$ cat config.mk
export PLATFORM = sky130hd
export DESIGN_NAME = pcm_stream_fifo
export DESIGN_NICKNAME = d
export VERILOG_FILES = /design/src/rtl/pcm_fifo_pkg.sv /design/src/rtl/pcm_byte_fifo.sv /design/src/rtl/pcm_refill_req.sv /design/src/rtl/pcm_out_stage.sv /design/src/rtl/pcm_stream_fifo.sv
export SDC_FILE = /design/constraint.sdc
export NUM_CORES = 1
export LEC_CHECK = 0
export ABC_AREA = 1
export BUFFER_PORTS_ARGS = -buffer_cell sky130_fd_sc_hd__buf_4
export CELL_PAD_IN_SITES_DETAIL_PLACEMENT = 1
export CELL_PAD_IN_SITES_GLOBAL_PLACEMENT = 2
export CORE_MARGIN = 2
export CORE_UTILIZATION = 34
export DETAILED_ROUTE_END_ITERATION = 8
export GPL_TIMING_DRIVEN = 0
export PLACE_DENSITY_LB_ADDON = 0.1
export SYNTH_ARGS = -nofsm -noshare
export SYNTH_HDL_FRONTEND = slang
export SYNTH_SLANG_ARGS = --single-unit
$ cat constraint.sdc
create_clock -name clk -period 4.1 [get_ports clk]
set_input_delay 0.205 -clock clk [delete_from_list [all_inputs] [get_ports clk]]
set_output_delay 0.205 -clock clk [all_outputs]
set_load 0.02 [all_outputs]
$ cat src/rtl/pcm_fifo_pkg.sv
`timescale 1ns/1ps
package pcm_fifo_pkg;
  localparam int unsigned SAMPLE_W = 8;
  typedef logic signed [SAMPLE_W-1:0] sample_t;
endpackage

$ cat src/rtl/pcm_byte_fifo.sv
`timescale 1ns/1ps
// Word-written, byte-read ring buffer. The byte capacity must be a power of two.
module pcm_byte_fifo
  import pcm_fifo_pkg::*;
#(
  parameter int unsigned WORD_W      = 32,
  parameter int unsigned DEPTH_WORDS = 8,
  localparam int unsigned LANES  = WORD_W / SAMPLE_W,
  localparam int unsigned CAP    = DEPTH_WORDS * LANES,
  localparam int unsigned CNT_W  = $clog2(CAP + 1),
  localparam int unsigned WP_W   = $clog2(DEPTH_WORDS),
  localparam int unsigned LANE_W = $clog2(LANES),
  localparam int unsigned RP_W   = $clog2(CAP)
) (
  input  logic              clk,
  input  logic              rst_n,
  input  logic              clr,
  input  logic              wr_en,
  input  logic [WORD_W-1:0] wr_data,
  input  logic              rd_en,
  output sample_t           rd_data,
  output logic              rd_fire,
  output logic              wr_drop,
  output logic [CNT_W-1:0]  fill,
  output logic [CNT_W-1:0]  fill_nx
);
  logic [WORD_W-1:0] mem_q [DEPTH_WORDS];
  logic [WP_W-1:0]   wp_q, wp_d;
  logic [RP_W-1:0]   rp_q, rp_d;
  logic [CNT_W-1:0]  fill_q, fill_d;
  logic              drop_q, drop_d;
  logic              room, wr_ok;

  assign room    = fill_q <= CNT_W'(CAP - LANES);
  assign wr_ok   = wr_en & room & ~clr;
  assign rd_fire = rd_en & (fill_q != '0) & ~clr;
  assign rd_data = mem_q[rp_q[RP_W-1:LANE_W]][rp_q[LANE_W-1:0]*SAMPLE_W +: SAMPLE_W];

  always_comb begin
    wp_d   = wp_q;
    rp_d   = rp_q;
    fill_d = fill_q;
    drop_d = wr_en & ~room & ~clr;
    if (wr_ok) begin
      wp_d   = wp_q + 1'b1;
      fill_d = fill_d + CNT_W'(LANES);
    end
    if (rd_fire) begin
      rp_d   = rp_q + 1'b1;
      fill_d = fill_d - 1'b1;
    end
    if (clr) begin
      wp_d   = '0;
      rp_d   = '0;
      fill_d = '0;
    end
  end

  always_ff @(posedge clk or negedge rst_n) begin
    if (!rst_n) begin
      wp_q   <= '0;
      rp_q   <= '0;
      fill_q <= '0;
      drop_q <= 1'b0;
    end else begin
      wp_q   <= wp_d;
      rp_q   <= rp_d;
      fill_q <= fill_d;
      drop_q <= drop_d;
    end
  end

  // Storage without reset; the clock enable is the accepted write.
  always_ff @(posedge clk) begin
    if (wr_ok) mem_q[wp_q] <= wr_data;
  end

  assign wr_drop = drop_q;
  assign fill    = fill_q;
  assign fill_nx = fill_d;
endmodule

$ cat src/rtl/pcm_refill_req.sv
`timescale 1ns/1ps
module pcm_refill_req #(
  parameter int unsigned CNT_W     = 6,
  parameter int unsigned LOW_BYTES = 16
) (
  input  logic             clk,
  input  logic             rst_n,
  input  logic [CNT_W-1:0] fill_nx,
  input  logic             ack,
  output logic             drq
);
  logic req_q, req_d;

  assign req_d = (fill_nx <= CNT_W'(LOW_BYTES)) & ~ack;

  always_ff @(posedge clk or negedge rst_n) begin
    if (!rst_n) req_q <= 1'b1;
    else        req_q <= req_d;
  end

  assign drq = req_q;
endmodule

$ cat src/rtl/pcm_out_stage.sv
`timescale 1ns/1ps
module pcm_out_stage
  import pcm_fifo_pkg::*;
(
  input  logic    clk,
  input  logic    rst_n,
  input  logic    load,
  input  sample_t din,
  input  logic    vol_full,
  input  logic    en_l,
  input  logic    en_r,
  input  logic    master,
  output sample_t out_l,
  output sample_t out_r
);
  sample_t held_q, held_d, scaled;

  assign held_d = load ? din : held_q;

  always_ff @(posedge clk or negedge rst_n) begin
    if (!rst_n) held_q <= '0;
    else        held_q <= held_d;
  end

  assign scaled = vol_full ? held_q : (held_q >>> 1);
  assign out_l  = (master & en_l) ? scaled : '0;
  assign out_r  = (master & en_r) ? scaled : '0;
endmodule

$ cat src/rtl/pcm_stream_fifo.sv
`timescale 1ns/1ps
module pcm_stream_fifo
  import pcm_fifo_pkg::*;
#(
  parameter int unsigned WORD_W      = 32,
  parameter int unsigned DEPTH_WORDS = 8,
  parameter int unsigned LOW_WORDS   = 4,
  localparam int unsigned LANES = WORD_W / SAMPLE_W,
  localparam int unsigned CAP   = DEPTH_WORDS * LANES,
  localparam int unsigned CNT_W = $clog2(CAP + 1)
) (
  input  logic                clk,
  input  logic                rst_n,
  input  logic                wr_valid,
  input  logic [WORD_W-1:0]   wr_data,
  output logic                wr_drop,
  input  logic [1:0]          timer_tick,
  input  logic                tmr_sel,
  input  logic                vol_full,
  input  logic                en_left,
  input  logic                en_right,
  input  logic                master_en,
  input  logic                fifo_clear,
  input  logic                drq_ack,
  output logic                drq,
  output logic [SAMPLE_W-1:0] out_left,
  output logic [SAMPLE_W-1:0] out_right
);
  logic             tick_sel, pop_req, pop_fire;
  sample_t          head, o_l, o_r;
  logic [CNT_W-1:0] fill_cnt, fill_nx;

  assign tick_sel = tmr_sel ? timer_tick[1] : timer_tick[0];
  assign pop_req  = tick_sel & master_en;

  pcm_byte_fifo #(.WORD_W(WORD_W), .DEPTH_WORDS(DEPTH_WORDS)) u_fifo (
    .clk(clk), .rst_n(rst_n), .clr(fifo_clear), .wr_en(wr_valid),
    .wr_data(wr_data), .rd_en(pop_req), .rd_data(head), .rd_fire(pop_fire),
    .wr_drop(wr_drop), .fill(fill_cnt), .fill_nx(fill_nx)
  );

  pcm_refill_req #(.CNT_W(CNT_W), .LOW_BYTES(LOW_WORDS * LANES)) u_req (
    .clk(clk), .rst_n(rst_n), .fill_nx(fill_nx), .ack(drq_ack), .drq(drq)
  );

  pcm_out_stage u_out (
    .clk(clk), .rst_n(rst_n), .load(pop_fire), .din(head),
    .vol_full(vol_full), .en_l(en_left), .en_r(en_right), .master(master_en),
    .out_l(o_l), .out_r(o_r)
  );

  assign out_left  = o_l;
  assign out_right = o_r;
endmodule

; Word level (Yosys, flattened, before mapping)
; Memories as Yosys holds them, arrays and structs flattened.
; Cells that the tools add are included.
[word_totals]
out_inout_bits = 18
register_bits = 24
mem_count = 1
latch_bits = 0
romBits = 0
in_bits = 44
word_cells = 43
mem_bits_rw = 256
[op_classes]
mux = 13
n_eq_ne = 0
shift = 1
n_div = 0
reduce_logical = 3
add_sub_neg = 4
bitwise_logic = 13
n_mul = 0
magnitude_cmp = 2
[mem_list]
columns = memory, depth, width, rd, rd_clocked_by_memory_dff, wr, line
row1 = u_fifo.mem_q, 8, 32, 1, 0, 1, pcm_byte_fifo.sv:27  ; logic [WORD_W-1:0] mem_q [DEPTH_WORDS];
[ops]
columns = operator, count
row1 = $shiftx A32 B6 Y8, 1
row2 = $mux W6, 3
row3 = $mux W8, 2
row4 = $le A6 B5 Y1 const B, 2
row5 = $and A1 B1 Y1, 10
row6 = $mux W5, 2
row7 = $mux W7, 1
row8 = $add A6 B3 Y6 const B, 1
row9 = $mux W3, 2
row10 = $reduce_bool A6 Y1, 1
row11 = $sub A6 B1 Y6 const B, 1
row12 = $add A5 B1 Y5 const B, 1
row13 = $reduce_bool A2 Y1, 2
row14 = $add A3 B1 Y3 const B, 1
row15 = $mux W1, 3
row16 = $not A1 Y1, 3

; Longest topological paths before layout
; Gate-level depths: netlist of run 1.
[depth]
ltp_word = 9
mapped_depth = 13
ltp_nobuf = 13

; Hierarchy
; From an unflattened synthesis of run 1, not the netlist that was laid out.
[unflattened]
hier_cells = 1040
area_unflattened_um2 = 11686.2
[modules_own_cells]
columns = module, area_each_um2, cells_each, seq_area_each_um2, instances
row1 = pcm_byte_fifo, 11139.4, 955, 8062.7, 1
row2 = pcm_out_stage, 473.0, 74, 200.2, 1
row3 = pcm_refill_req, 52.6, 6, 26.3, 1
row4 = pcm_stream_fifo, 21.3, 5, 0.0, 1

; Worst setup path after synthesis of run 1
; Ideal clock, no wire load.
[synth_timing]
path_kind = reg-to-reg
start = register u_fifo.fill_q[2] (netlist: u_fifo.fill[2])
end = memory u_fifo.mem_q[0][0] (enable)
n_path_buf = 0
period_less_slack_ns = 2.872
setup_ns = 0.421
slack_ns = 1.228
arrival_time_ns = 2.451
stages_incl_launch_ff = 7
required_ns = 3.679
path_cell_list = dfrtp_1 > ha_1 > nand3_2 > nand3_4 > inv_1 > nand2_1 > nor2_1
[synth_via]
elab_chain_len = 5
[synth_lines]
columns = item, line
row1 = "start, declared", pcm_byte_fifo.sv:30  ; logic [CNT_W-1:0] fill_q, fill_d;
row2 = "start signal, assigned", pcm_byte_fifo.sv:68  ; fill_q <= fill_d;
row3 = $le A6 B5 Y1, pcm_byte_fifo.sv:34  ; assign room = fill_q <= CNT_W'(CAP - LANES);
row4 = $and A1 B1 Y1 (2 in series), pcm_byte_fifo.sv:35  ; assign wr_ok = wr_en & room & ~clr;
row5 = $mux W1, pcm_byte_fifo.sv:75  ; if (wr_ok) mem_q[wp_q] <= wr_data;
row6 = $mux W1 (implied by the code), pcm_byte_fifo.sv:75
row7 = "end, declared", pcm_byte_fifo.sv:27
; No other way between the ends.

; Final worst setup path of run 1
[layout_timing]
start = register u_fifo.fill_q[0] (netlist: u_fifo.fill[0])
end = memory u_fifo.mem_q[3][11] (enable)
; Same word-level chain as after synthesis.

==> results of run 1 <==
## per-layer routing
| metal | GRT usage [%] | vias up | part of all wire, % | routed length (µm) |
|---|---|---|---|---|
| met3 | 3.17 | 58 | 5.6 | 2070 |
| met2 | 35.1 | 228 | 47 | 17600 |
| met1 | 28.6 | 4062 | 44 | 16500 |
| met4 | 6.25 | 0 | 2.6 | 945 |
| met5 | 0 | - | 0 | 0 |
| li1 | - | 3699 | - | - |
## power breakdown
| group | switching [mW] | total [mW] | internal [mW] |
|---|---|---|---|
| registers | 0.0512 | 3.27 | 3.22 |
| clock network | 1.13 | 2.81 | 1.68 |
| logic | 0.501 | 0.736 | 0.235 |
## through the flow
| stage | setup WS [ns] | total power [mW] | hold WS (ns) | setup TNS [ns] | util [%] |
|---|---|---|---|---|---|
| final | 1.41 | 6.82 | 0.0445 | 0 | 42.3 |
| after global routing | 1.19 | 7.08 | 0.0405 | 0 | 42.3 |
| after CTS | 1.35 | 6.89 | 0.0314 | 0 | 42.3 |
| after detailed placement | 1.34 | 4.04 | 0.141 | 0 | 38.2 |
| after global placement | -0.774 | 4.02 | 0.141 | -163.77 | 37.5 |
| after floorplan | 1.23 | 3.70 | -0.0906 | 0 | - |
## how the worst min path moves through the flow
| stage | from | to | slack (ns) | cells past startpoint |
|---|---|---|---|---|
| 3_3_place_gp | rst_n | u_out.held_q[2] | 0.14 | 1 |
| 4_1_cts | wr_valid | u_fifo.wp_q[2] | 0.03 | 3 |
| 6_report | wr_valid | u_fifo.wp_q[2] | 0.04 | 3 |
| 3_5_place_dp | rst_n | u_out.held_q[1] | 0.14 | 1 |
| 5_1_grt | wr_valid | u_fifo.wp_q[2] | 0.04 | 3 |
| 2_1_floorplan | rst_n | u_fifo.fill[0] | -0.09 | 0 |
## registers in the layout, indices dropped and copies added, names as in the netlist
signal / flops
u_fifo.mem_q: 256
u_out.held_q: 8
u_fifo.fill: 6
u_fifo.rp_q: 5
u_fifo.wp_q: 3
u_fifo.wr_drop: 1
u_req.drq: 1
## cells by family after synthesis
logic type                 share of synthesized area [%]
buffers and inverters                               3.68
adders and majority gates                          0.649
muxes                                              0.519
AOI/OAI and AO/OA                                   11.0
and+or+nand+nor                                     12.4
DFF                                                 71.7
xor gates and xnor gates                          0.0757
## cell usage in the layout (no fill, tap or decap), types with 3 or more instances in the layout
master         synthesis  layout
nor2_4                 2      10
nand4_1                7       7
clkinv_1               2      13
o21ai_1                7       7
dlygate4sd3_1          0      35
clkinv_2               1       5
nand3_1               63      63
clkbuf_16              0      35
a21oi_1                8       8
nor2_1               195     187
buf_12                 0       6
ha_1                   6       6
o221ai_1              22      22
o21ai_0              130     130
buf_4                  5      65
o211ai_1              42      42
nand2_2                3       3
buf_2                 27      27
dfrtp_1               23      23
inv_1                 30      30
edfxtp_1             256     256
nand2_1               55      55
nor2_2                 3       3
mux2i_1                6       6
buf_6                  4       4
clkbuf_1              18      25
## layout make-up
type                    instances  area (µm²)  area share [%]
diodes                          1        2.50          0.0176
plain buffers                  56         293            2.06
clock buffers                  42         902            6.35
clock inverters                18         130           0.916
inverters                      35         133           0.934
multi-input cells             563        2910            20.5
flip-flops and latches        280        8290            58.4
well taps                     448         561            3.95
repair buffers                103         976            6.87
## critical path, cell delays in order (launching register included)
cell and delay [ns]:
dfrtp_1 0.39, inv_1 0.11, ha_1 0.18, inv_1 0.08
nand3_2 0.11, nand3_4 0.14, inv_1 0.13, nand2_1 0.24
nor2_4 0.74, buf_16 0.24
==> reports/summary.txt, run 1 <==
Status - completed
Peak supply drop - 0.320 mV
Relative slew slack - 33.9%
Placed cell area - 12,800 µm²
Post-synthesis sequential area ratio - 71.7%
FF-to-FF Start - u_fifo.fill[0]
Fin cells - 1,546
DRC - 0
CTS tree - done
Crit path time final - 2.69 ns
Placed cells - 1,450
Vias in the first global route - 8,213
Port Buffers - 60
Clk_lat worst skew - 0.51 ns
Clock-pin slew on the worst setup and hold paths - 0.06 ns
Critical Path Source - u_fifo.fill[0]
1st-pass router iterations - 5
Initial antenna violation count - 0
Final instance area - 14,200 µm²
Post-CTS setup buffers - 0
Mapped Cells - 934
Post-synth EDFFs - 256
Max Slew Vio Count - 0
Num CTS Buffers - 34
GRT Total Usage - 21.1%
PwrDens - 480 nW/µm²
Crit Path Max Fanout - 20
Total grt overflow - 0
Starting DRT DRC Count - 665
Clock Sinks - 280
Asr flop ratio synth - 8.57%
Critical path startpoint category - register
Top_reg_cell synth - edfxtp_1
WL final - 37,000 µm
Synthesis-to-layout area growth - 22.7%
Max_cap viols - 0
Syn_area_per_cell - 12.4 µm²
Peak Freq - 372 MHz
Top-level I/O count - 62
Synth Warn # - 0
Fin. Hold Viols - 0
Post-DP HPWL - 24,400 µm
Std cell rows - 67
Antenna viol nets, final - 0
First-pass GRT wire length - 54,300 µm
Post-DR wirelength/cell - 24.0 µm
Core area - 33,500 µm²
FF+latch count, synth - 280
Via density - 5.21
Final net count - 1,123
Critical Path Sink Type - register
Req. time, crit path - 4.31 ns
Critical path type - reg -> reg
Die area - 35,500 µm²
Setup-failing EPs final - 0
Net Count, Synth - 984
Die width - 188 µm
Synth area leader - edfxtp_1
Top post-synthesis cells by count - edfxtp_1 (256), nor2_1 (195), o21ai_0 (130)
Synthesized area - 11,600 µm²
RSZ-0062 raised after global routing - false
Initial Utilization - 34.5%
Crit Reg-Reg Endpoint - u_fifo.mem_q[3][11]
Ranking of synthesized cells by area - edfxtp_1 (66%), nor2_1 (6.3%), o21ai_0 (5.6%)
CTS Root Cell - clkbuf_16
Top cell type's share of synthesized area - 66.5%
Hold_buf cts - 35
Static leakage - 5.00 nW
Final Cycle Share - 65.5%
WP data arrival - 2.90 ns
Min-delay worst type - in -> reg
Largest net degree at the start of global routing - 25
Share of cells above drive strength 1 - 15.7%
PostCTS Resize Cnt - 0
Reg2reg setup slack - 1.41 ns
# fillers - 3,584
Htree depth - 2
Measured slew at the worst slew-check pin - 0.991 ns
Unique cell type count in the Yosys netlist - 36
Placer congestion estimate - 0.735
Max Clock Skew - 0.0167 ns
R2R cell count - 9
Die H - 188 µm
Most numerous cell in the Yosys netlist - edfxtp_1
Clock Path Buffers - 3
DR vias - 8,047
Critical Path End - u_fifo.mem_q[3][11]
No activity file was read; power rests on OpenSTA's default activity.
==> inputs of run 2 (changes only) <==
clock period = 2.65 ns   (was 4.1 ns; I/O delays follow)
==> reports/summary.txt, run 2 (synthesized netlist as in run 1, its figures left out) <==
Status - completed (unchanged)
Crit path time final - 2.45 ns (was 2.69 ns)
Final instance area - 14,300 µm² (was 14,200 µm²)
Starting DRT DRC Count - 593 (was 665)
Antenna viol nets, final - 0 (unchanged)
Clock-pin slew on the worst setup and hold paths - 0.06 ns (about the same)
Peak Freq - 409 MHz (was 372 MHz)
DRC - 0 (unchanged)
CP dominant cell by count - nand3_1 (was inv_1)
Via density - 5.19 (was 5.21)
Fin. Hold Viols - 0 (unchanged)
GRT Total Usage - 21.3% (was 21.1%)
Reg with most FFs - u_fifo.mem_q (unchanged)
Levels on crit path - 8 (was 9)
Crit Path Max Fanout - 10 (was 20)
Req. time, crit path - 3.05 ns (was 4.31 ns)
Core area - 33,500 µm² (unchanged)
WP data arrival - 2.84 ns (was 2.90 ns)
Critical path startpoint category - register (unchanged)
Clk_lat worst skew - 0.51 ns (about the same)
WL final - 37,400 µm (was 37,000 µm)
First-pass GRT wire length - 54,800 µm (was 54,300 µm)
Placed cell area - 12,800 µm² (unchanged)
Max Clock Skew - 0.0167 ns (about the same)
Max Slew Vio Count - 0 (unchanged)
CTS tree - done (unchanged)
Static leakage - 5.07 nW (was 5.00 nW)
# diodes - 0 (was 1)
Clock Sinks - 280 (unchanged)
PwrDens - 736 nW/µm² (was 480 nW/µm²)
Setup TNS - 0 ns (unchanged)
Htree depth - 2 (unchanged)
Die H - 188 µm (unchanged)
Cell family with most CP delay - buffers and inverters (was simple AND/OR/NAND/NOR gates)
Measured slew at the worst slew-check pin - 0.950 ns (was 0.991 ns)
Port Buffers - 60 (unchanged)
Final net count - 1,136 (was 1,123)
1st-pass router iterations - 5 (unchanged)
Hold Path Depth - 5 (was 3)
Post-DR wirelength/cell - 24.0 µm (about the same)
Placer congestion estimate - 0.735 (unchanged)
Initial Utilization - 34.5% (unchanged)
Std cell rows - 67 (unchanged)
Max_cap viols - 0 (unchanged)
Final Cycle Share - 92.4% (was 65.5%)
Vias in the first global route - 8,256 (was 8,213)
CP cell instances - buf_2 -> inv_1 -> clkbuf_1 -> o221ai_1 -> nand3_1 -> nand3_1 -> nand3_1 -> nand2_1 (was inv_1 -> ha_1 -> inv_1 -> nand3_2 -> nand3_4 -> inv_1 -> nand2_1 -> nor2_4 -> buf_16)
Share of cells above drive strength 1 - 16.7% (was 15.7%)
Clock Path Buffers - 3 (unchanged)
Synthesis-to-layout area growth - 24.0% (was 22.7%)
Most frequent cells in the layout - edfxtp_1 (256), nor2_1 (187), o21ai_0 (130) (unchanged)
RSZ-0062 raised after global routing - false (unchanged)
Peak supply drop - 0.494 mV (was 0.320 mV)
Die area - 35,500 µm² (unchanged)
R2R cell count - 8 (was 9)
Initial antenna violation count - 0 (unchanged)
CTS Root Cell - clkbuf_16 (unchanged)
Slowest CP cell - clkbuf_1 (was nor2_4)
Critical path type - reg -> reg (unchanged)
Critical Path Sink Type - register (unchanged)
Largest net degree at the start of global routing - 25 (unchanged)
Num CTS Buffers - 34 (unchanged)
Crit path largest cell delay - 0.73 ns (was 0.74 ns)
Total grt overflow - 0 (unchanged)
Max reg flops - 256 (unchanged)
Min-delay worst type - in -> reg (unchanged)
DR vias - 8,079 (was 8,047)
Top-level I/O count - 62 (unchanged)
Setup-failing EPs final - 0 (unchanged)
Most common cell after layout, fill and taps aside - edfxtp_1 (unchanged)
CP Buf/Inv Count - 3 (was 4)
Die width - 188 µm (unchanged)
Relative slew slack - 36.7% (was 33.9%)
Post-DP HPWL - 24,400 µm (unchanged)
run 2: final timing paths:
kind / from / endpoint / slack [ns]
min: master_en / u_fifo.fill[1] / 0.07
min in group asynchronous: rst_n / u_out.held_q[1] / 0.09
max: u_fifo.rp_q[4] / u_out.held_q[1] / 0.20
max reg2reg: u_fifo.rp_q[4] / u_out.held_q[1] / 0.20
min reg2reg: u_out.held_q[5] / u_out.held_q[5] / 0.51
max in group asynchronous: rst_n / u_req.drq / 2.24
run 2: metal layers:
layer / share of wire (%) / vias up / wire length [µm] / track usage, %
li1: - / 3721 / - / -
met1: 45 / 4084 / 17000 / 29.1
met2: 47 / 212 / 17800 / 35.3
met3: 4.6 / 62 / 1740 / 3.17
met4: 2.6 / 0 / 966 / 6.25
met5: 0 / - / 0 / 0
run 2: cell type report:
type | instances | area [µm²]
clock buffers | 42 | 902
clock inverters | 18 | 130
well taps | 448 | 561
flip-flops and latches | 280 | 8290
inverters | 35 | 133
repair buffers | 115 | 1120
multi-input cells | 564 | 2920
fillers | 3585 | 19200
plain buffers | 56 | 293
run 2: what timing repair did:
item                                    CTS  global route
gates resized for setup                   1             0
pin swaps                                 2             6
setup buffers                             4             7
hold endpoints to repair                287             0
hold buffers                             36             0
endpoints found under the setup margin   28           129
gates cloned                              1             0
run 2: tightest hold or removal path, stage by stage:
cell	delay (ns)
buf_4	0.13
inv_1	0.06
nor2_2	0.06
nand4_1	0.07
nand2_1	0.06
run 2: power breakdown:
part / internal (mW) / total, mW / switching, mW
clock network: 2.60 / 4.35 / 1.75
logic: 0.371 / 1.15 / 0.779
registers: 4.98 / 5.06 / 0.0791
run 2: per-stage QoR:
| stage | cells | hold WS, ns | setup slack [ns] | utilization (%) | power (mW) |
|---|---|---|---|---|---|
| 6_report | 1558 | 0.0673 | 0.203 | 42.8 | 10.6 |
| 5_1_grt | 1558 | 0.0961 | 0.0713 | 42.8 | 11.0 |
| 4_1_cts | 1551 | 0.0622 | 0.0543 | 42.6 | 10.7 |
| 3_5_place_dp | 1450 | 0.0685 | -0.112 | 38.2 | 6.25 |
| 3_3_place_gp | 1442 | 0.0681 | -2.22 | 37.5 | 6.22 |
| 2_1_floorplan | 934 | -0.163 | -0.222 | - | 5.72 |
==> inputs of run 3 (changes only) <==
CTS_BUF_LIST = sky130_fd_sc_hd__clkbuf_2   (was not set)
==> reports/summary.txt, run 3 (synthesized netlist as in run 1, its figures left out) <==
Via density - 5.10 (was 5.19)
Fin. Hold Viols - 0 (unchanged)
Post-DR wirelength/cell - 23.0 µm (was 24.0 µm)
Max reg flops - 256 (unchanged)
Static leakage - 5.27 nW (was 5.07 nW)
WL final - 38,500 µm (was 37,400 µm)
Starting DRT DRC Count - 556 (was 593)
Max_cap viols - 0 (unchanged)
Synthesis-to-layout area growth - 24.8% (was 24.0%)
Crit path time final - 2.49 ns (was 2.45 ns)
Critical Path Sink Type - register (unchanged)
GRT Total Usage - 21.8% (was 21.3%)
PwrDens - 655 nW/µm² (was 736 nW/µm²)
Share of cells above drive strength 1 - 20.9% (was 16.7%)
Placer congestion estimate - 0.735 (unchanged)
Std cell rows - 67 (unchanged)
Htree depth - 3 (was 2)
# fillers - 3,655 (was 3,585)
Fin cells - 1,671 (was 1,558)
Post-DP HPWL - 24,400 µm (unchanged)
Placed cell area - 12,800 µm² (unchanged)
Die area - 35,500 µm² (unchanged)
CTS tree - done (unchanged)
Antenna viol nets, final - 0 (unchanged)
Vias in the first global route - 8,790 (was 8,256)
Clock Sinks - 280 (unchanged)
Peak Freq - 402 MHz (was 409 MHz)
Critical path type - reg -> reg (unchanged)
Crit Path Max Fanout - 10 (unchanged)
DP Worst Slack - -0.112 ns (unchanged)
Final Cycle Share - 93.8% (was 92.4%)
Status - completed (unchanged)
1st-pass router iterations - 5 (unchanged)
Max Clock Skew - 0.126 ns (was 0.0167 ns)
Req. time, crit path - 3.42 ns (was 3.05 ns)
Relative slew slack - 36.4% (was 36.7%)
Reg with most FFs - u_fifo.mem_q (unchanged)
Most common cell after layout, fill and taps aside - edfxtp_1 (unchanged)
Peak supply drop - 0.287 mV (was 0.494 mV)
RSZ-0062 raised after global routing - false (unchanged)
Most frequent cells in the layout - edfxtp_1 (256), nor2_1 (187), o21ai_0 (130) (unchanged)
Initial Utilization - 34.5% (unchanged)
Die width - 188 µm (unchanged)
Clk_lat worst skew - 0.99 ns (was 0.51 ns)
WP data arrival - 3.25 ns (was 2.84 ns)
Num CTS Buffers - 78 (was 34)
Initial antenna violation count - 1 (was 0)
Largest net degree at the start of global routing - 25 (unchanged)
Min-delay worst type - in -> reg (unchanged)
Placed cells - 1,450 (unchanged)
Post-route setup slack - 0.164 ns (was 0.203 ns)
Tot Pwr - 9.45 mW (was 10.6 mW)
Final net count - 1,219 (was 1,136)
Measured slew at the worst slew-check pin - 0.953 ns (was 0.950 ns)
DR vias - 8,524 (was 8,079)
First-pass GRT wire length - 55,700 µm (was 54,800 µm)
Clock Path Buffers - 3 (unchanged)
Max Slew Vio Count - 0 (unchanged)
DRC - 0 (unchanged)
Setup-failing EPs final - 0 (unchanged)
Die H - 188 µm (unchanged)
Finished Core Util - 43.0% (was 42.8%)
Critical path startpoint category - register (unchanged)
Final instance area - 14,400 µm² (was 14,300 µm²)
Port Buffers - 60 (unchanged)
CTS Root Cell - clkbuf_2 (was clkbuf_16)
Clock-pin slew on the worst setup and hold paths - 0.09 ns (was 0.06 ns)
Total grt overflow - 0 (unchanged)
Top-level I/O count - 62 (unchanged)
Core area - 33,500 µm² (unchanged)
run 3: worst paths after layout:
kind                                 startpoint         endpoint  slack [ns]  cells past startpoint
worst min-delay path                   wr_valid   u_fifo.wp_q[0]        0.12                      5
worst max-delay path             u_fifo.rp_q[4]  u_out.held_q[6]        0.16                      8
min in group asynchronous                 rst_n  u_out.held_q[1]        0.24                      4
max in group asynchronous                 rst_n        u_req.drq        2.14                      4
worst max register to register   u_fifo.rp_q[4]  u_out.held_q[6]        0.16                      8
worst min register to register  u_out.held_q[5]  u_out.held_q[5]        0.52                      2
run 3: critical path, cell delays in order, from the launching register on:
cell and delay (ns):
dfrtp_1 0.38, buf_2 0.18, inv_1 0.15, clkbuf_1 0.73, o221ai_1 0.28, nand3_1 0.21, nand3_1 0.20, nand3_1 0.16
nand2_1 0.05
run 3: per-stage QoR:
stage	setup TNS, ns	hold WS [ns]
floorplan	-55.30	-0.163
global placement	-534.97	0.0681
detailed placement	-1.90	0.0685
CTS	0	0.0184
global route	0	0.0518
finish	0	0.124
run 3: per-layer routing:
| metal | share of wire (%) | vias to the layer above | routed length [µm] | GRT usage, % |
|---|---|---|---|---|
| met5 | 0 | - | 0 | 0 |
| met3 | 5.5 | 78 | 2100 | 4.58 |
| met4 | 2.8 | 0 | 1090 | 8.20 |
| met2 | 48 | 240 | 18300 | 36.1 |
| met1 | 44 | 4276 | 17000 | 28.3 |
| li1 | - | 3930 | - | - |
run 3: power by group:
group | switching, mW | leakage [nW] | internal (mW)
combinational | 0.792 | 2.11 | 0.416
sequential | 0.0811 | 2.63 | 4.97
clock | 1.81 | 0.538 | 1.38
run 3: final cells by class:
class	count	area [µm²]	share of cell area, %
Sequential cell	280	8290	57.4
Multi-Input combinational cell	564	2930	20.3
Clock buffer	107	536	3.71
Clock inverter	26	186	1.29
Buffer	56	293	2.03
Antenna cell	1	2.50	0.0173
Timing Repair Buffer	154	1510	10.4
Inverter	35	133	0.919
Tap cell	448	561	3.88
run 3: what timing repair did:
item,4_1_cts,5_1_grt
pin swaps,0,5
buffers inserted,1,5
hold buffers,80,0
endpoints found under the setup margin,16,59
endpoints found under the hold margin,304,0
resized for setup,1,1
gates cloned,0,1
